<file path="config.mk">
export PLATFORM = sky130hd
export DESIGN_NAME = ring_blkptr
export DESIGN_NICKNAME = d
export VERILOG_FILES = /design/src/rtl/rbp_pkg.sv /design/src/rtl/rbp_counter.sv /design/src/rtl/rbp_adv_sel.sv /design/src/rtl/rbp_target.sv /design/src/rtl/ring_blkptr.sv
export SDC_FILE = /design/constraint.sdc
export NUM_CORES = 1
export LEC_CHECK = 0
export BUFFER_PORTS_ARGS = -buffer_cell sky130_fd_sc_hd__buf_2
export CORE_MARGIN = 3
export CORE_UTILIZATION = 52
export CTS_CLUSTER_DIAMETER = 40
export DETAILED_ROUTE_END_ITERATION = 8
export PLACE_DENSITY_LB_ADDON = 0.2
export SLEW_MARGIN = 20
export SYNTH_ARGS = -nofsm -noshare
export SYNTH_HDL_FRONTEND = slang
export SYNTH_SLANG_ARGS = --single-unit
</file>
<file path="constraint.sdc">
create_clock -name clk -period 4.2 [get_ports clk]
set_input_delay 0.42 -clock clk [delete_from_list [all_inputs] [get_ports clk]]
set_output_delay 0.42 -clock clk [all_outputs]
set_load 0.1 [all_outputs]
</file>
<file path="src/rtl/rbp_pkg.sv">
package rbp_pkg;

    typedef enum logic {
        ADV_ON_SYNC  = 1'b0,
        ADV_ON_CHECK = 1'b1
    } adv_mode_e;

    typedef struct packed {
        logic load;
        logic step;
    } ptr_ctl_t;

    typedef struct packed {
        logic fired;
        logic stat_bad;
        logic corr_bad;
    } chk_evt_t;

    function automatic logic chk_clean(input chk_evt_t e);
        return e.fired && !e.stat_bad && !e.corr_bad;
    endfunction

endpackage

</file>
<file path="src/rtl/rbp_counter.sv">
module rbp_counter #(
    parameter int W = 9
) (
    input  logic                 clk,
    input  logic                 rst,
    input  rbp_pkg::ptr_ctl_t    ctl,
    input  logic [W-1:0]         ld_val,
    output logic [W-1:0]         cnt
);
    localparam logic [W-1:0] ONE = W'(1);

    always_ff @(posedge clk) begin
        if (rst)
            cnt <= '0;
        else if (ctl.load)
            cnt <= ld_val;
        else if (ctl.step)
            cnt <= cnt + ONE;
    end
endmodule

</file>
<file path="src/rtl/rbp_adv_sel.sv">
module rbp_adv_sel (
    input  rbp_pkg::adv_mode_e mode,
    input  logic               sync_pls,
    input  rbp_pkg::chk_evt_t  chk,
    output logic               step
);
    import rbp_pkg::*;

    always_comb begin
        unique case (mode)
            ADV_ON_SYNC:  step = sync_pls;
            ADV_ON_CHECK: step = chk_clean(chk);
            default:      step = 1'b0;
        endcase
    end
endmodule

</file>
<file path="src/rtl/rbp_target.sv">
module rbp_target #(
    parameter int W = 9
) (
    input  logic [W-1:0] data_ptr,
    input  logic [W-1:0] sub_ptr,
    input  logic [W-1:0] cmp_blk,
    input  logic [W-1:0] redir_blk,
    input  logic         sub_follow,
    output logic [W-1:0] data_tgt,
    output logic [W-1:0] sub_tgt
);
    localparam logic [W-1:0] ONE = W'(1);

    logic [W-1:0] data_seq;
    logic [W-1:0] sub_seq;

    always_comb begin
        data_seq = data_ptr + ONE;
        sub_seq  = sub_ptr + ONE;
        data_tgt = (data_seq == cmp_blk) ? redir_blk : data_seq;
        sub_tgt  = sub_follow ? data_seq : sub_seq;
    end
endmodule

</file>
<file path="src/rtl/ring_blkptr.sv">
module ring_blkptr #(
    parameter int PTR_W = 9
) (
    input  logic             clk,
    input  logic             rst,
    input  logic             adv_mode,
    input  logic             sub_follow,
    input  logic             sync_pls,
    input  logic             chk_done,
    input  logic             stat_err,
    input  logic             corr_err,
    input  logic             sub_end,
    input  logic             data_ld,
    input  logic             sub_ld,
    input  logic [PTR_W-1:0] ld_val,
    input  logic [PTR_W-1:0] cmp_blk,
    input  logic [PTR_W-1:0] redir_blk,
    output logic [PTR_W-1:0] data_ptr,
    output logic [PTR_W-1:0] sub_ptr,
    output logic [PTR_W-1:0] data_tgt,
    output logic [PTR_W-1:0] sub_tgt
);
    import rbp_pkg::*;

    localparam int NPTR = 2;

    chk_evt_t  chk;
    logic      data_step;
    ptr_ctl_t  ctl  [NPTR];
    logic [PTR_W-1:0] cnt [NPTR];

    assign chk = '{fired: chk_done, stat_bad: stat_err, corr_bad: corr_err};

    rbp_adv_sel u_adv (
        .mode     (adv_mode_e'(adv_mode)),
        .sync_pls (sync_pls),
        .chk      (chk),
        .step     (data_step)
    );

    assign ctl[0] = '{load: data_ld, step: data_step};
    assign ctl[1] = '{load: sub_ld,  step: sub_end};

    for (genvar i = 0; i < NPTR; i++) begin : g_ptr
        rbp_counter #(.W(PTR_W)) u_cnt (
            .clk    (clk),
            .rst    (rst),
            .ctl    (ctl[i]),
            .ld_val (ld_val),
            .cnt    (cnt[i])
        );
    end

    assign data_ptr = cnt[0];
    assign sub_ptr  = cnt[1];

    rbp_target #(.W(PTR_W)) u_tgt (
        .data_ptr   (data_ptr),
        .sub_ptr    (sub_ptr),
        .cmp_blk    (cmp_blk),
        .redir_blk  (redir_blk),
        .sub_follow (sub_follow),
        .data_tgt   (data_tgt),
        .sub_tgt    (sub_tgt)
    );
endmodule

</file>
==> impl_results.md <==
- Multiplexer area fraction after synthesis: 0.0703
- Syn_area_per_cell: 8.22 µm²
- Final period util: 0.764
- Die X-Extent: 63.6 µm
- PostCTS Resize Cnt: 0
- Slew headroom: 0.670
- Final cell utilization of the core: 0.686
- CP arrival: around 2800 ps
- 1st-pass router iterations: 4
- Largest net degree at the start of global routing: 19
- Area contributors post-synth: dfxtp_1, xnor2_1, xor2_1, nor2_1, xnor3_2
- Clock Skew: around 3.7 ps
- Slew @ Worst Pin: 494 ps
- Placer Congestion: 0.853
- Final Critical Period: 3210 ps
- Largest family of logic cells by synthesized area: XOR/XNOR gates
- Nets: between 300 and 400
- Commonest cells after routing, fill and taps aside: buf_2, nor2_1, xnor2_1
- Post-synthesis simple-gate area fraction: 0.227
- Cts bufs inserted: 3
- Crit. End Element: primary output
- Design Power: just under 0.0007 W
- Worst Path Max Fanout: 8
- Max-cap violations: 0
- Number of antenna violations at the first check in global routing: 0
- Final Hold Fails: 0
- Post-Synthesis Cell Area: 0.00173 mm²
- Final WL: 4.24 mm
- Routed vias/inst: approximately 5.2
- Fill cells: 282
- Max-slew violation count: 0
- Clock Path Buffers: 2
- Clock-pin slew on the worst setup and hold paths: 110 ps
- TritonCTS Sinks: 18
- Grt ovf: 0
- DR vias: approximately 1600
- # port buffers: 73
- Max IR drop VDD: 0.196 mV
- Crit Path Category: flop to primary output
- Initial Util: 0.556
- Htree depth: 1
- Per-cell routed wire length: 13.3 µm
- CTS tree: yes
- GRT Total Usage: 0.205
- Unrepaired setup endpoints after global routing: no
- #FFs+latches synth: 18
- Max reg flops: 18
- CP Data Required Time: 3780 ps
- Worst Hold Class: input pin to flop
- Ys Warns: 0
- Seq/Total Area, Yosys: 0.209
- First-pass GRT wire length: 6.86 mm
- Post-synth top area share: 0.209
- Layout area overhead: 23.4%
- Setup Buffers After CTS: 0
- Number of global-route vias before repair: 1504
- Post-Synth XOR/XNOR Area: 0.238
- Hpwl dp: between 3 and 4 mm
- Diode count: 0
- Distinct cells, synth: 43
- P per Cell Area: 316 mW/mm²
- Core footprint: 0.00310 mm²
- Outcome: finished clean
- DRC violations left: 0
- Layout cells sized above 1: 0.375
- Commonest non-fill, non-tap cell in the layout: buf_2
- Die Ht: 63.6 µm
- Largest regs: g_ptr.u_cnt.cnt x18
- Leakage: 0.998 nW
- Yosys top cell by area: dfxtp_1
- Hold buffers post-CTS: 0
- Post-synth net total: 250
- Die footprint: 0.00404 mm²
- Adder-Cell Fraction of Synth Area: 0.0145
- Register name with the most flops: g_ptr.u_cnt.cnt
- I/O pin count: 74
- Synth Area in Compound Gates: 0.174
- Crit start category: flop
- Syn Inst Count: 210
- # setup viols final: 0
- Iteration-0 DRC count of the detailed router: 56
- Max Fclk: between 300 and 400 MHz
- # rows: 20
- Routed Antenna Nets: 0
- Clk_lat worst skew: 290 ps
- Root buffer cell: clkbuf_4
routing by layer:
| layer | track usage | vias up | wire (µm) |
|---|---|---|---|
| li1 | - | 860 | - |
| met1 | 0.275 | 732 | 2080 |
| met2 | 0.343 | 50 | 1890 |
| met3 | 0.0321 | 4 | 242 |
| met4 | 0.0512 | 0 | 28 |
| met5 | 0 | - | 0 |
power breakdown:
group | switching (W) | leakage (nW) | internal, W
registers | 0.0000215 | 0.149 | 0.000183
clock network | 0.0000538 | 0.0210 | 0.0000528
logic | 0.000278 | 0.827 | 0.0000846
worst paths after layout:
path / from / endpoint / slack (ps) / cells past startpoint
max: g_ptr[0].u_cnt.cnt[0] / data_tgt[1] / 990 / 7
min: ld_val[2] / g_ptr[1].u_cnt.cnt[2] / 370 / 3
max reg2reg: g_ptr[0].u_cnt.cnt[0] / g_ptr[0].u_cnt.cnt[8] / 2180 / 6
min reg2reg: g_ptr[0].u_cnt.cnt[1] / g_ptr[0].u_cnt.cnt[1] / 550 / 2
per-stage QoR:
stage                     setup TNS (ps)  setup slack, ps  hold WS [ps]  area (µm²)  cells
final                                  0              993           371        2130    319
after floorplan                     -362             -181           563        1740    210
after CTS                              0              975           361        2130    319
after global placement                 0             1370           529        2090    315
after global routing                   0              756           363        2130    319
after detailed placement               0             1320           542        2090    315
cells by family after synthesis:
kind of cell             after synthesis
AND/OR/NAND/NOR                       72
buffers and inverters                 24
XOR/XNOR                              40
adder cells (fa/ha/maj)                2
flip-flops                            18
multiplexers                          10
AO/OA/AOI/OAI                         44
cell usage after synthesis (all sizes together):
library cell	instances
xor3	1
o211ai	2
and2	1
nor2	26
a41oi	1
a211oi	9
and4bb	1
o21ai	12
nor2b	2
a21oi	11
nand4	4
dfxtp	18
inv	11
clkinv	1
ha	2
or3	1
a311oi	5
or2	2
mux2	5
xnor3	3
o211a	1
mux2i	5
and3	7
o41ai	1
nor3	2
nand2	18
clkbuf	9
nand3	5
xor2	17
buf	3
a31oi	2
xnor2	19
and4	3
critical path, stage by stage, from the launching register on:
cell	delay (ps)
dfxtp_1	500
ha_1	320
nand3_2	160
or3_4	440
a21oi_4	220
nand4_4	200
mux2_4	240
buf_2	420
layout make-up:
cell class	count	area, µm²	area share
repair buffers	73	365	0.172
multi-input cells	168	1270	0.595
well taps	44	55.1	0.0259
inverters	12	45.0	0.0212
flip-flops and latches	18	360	0.169
clock buffers	4	36.3	0.0170
Note: power is estimated with default switching activity, not from simulation.
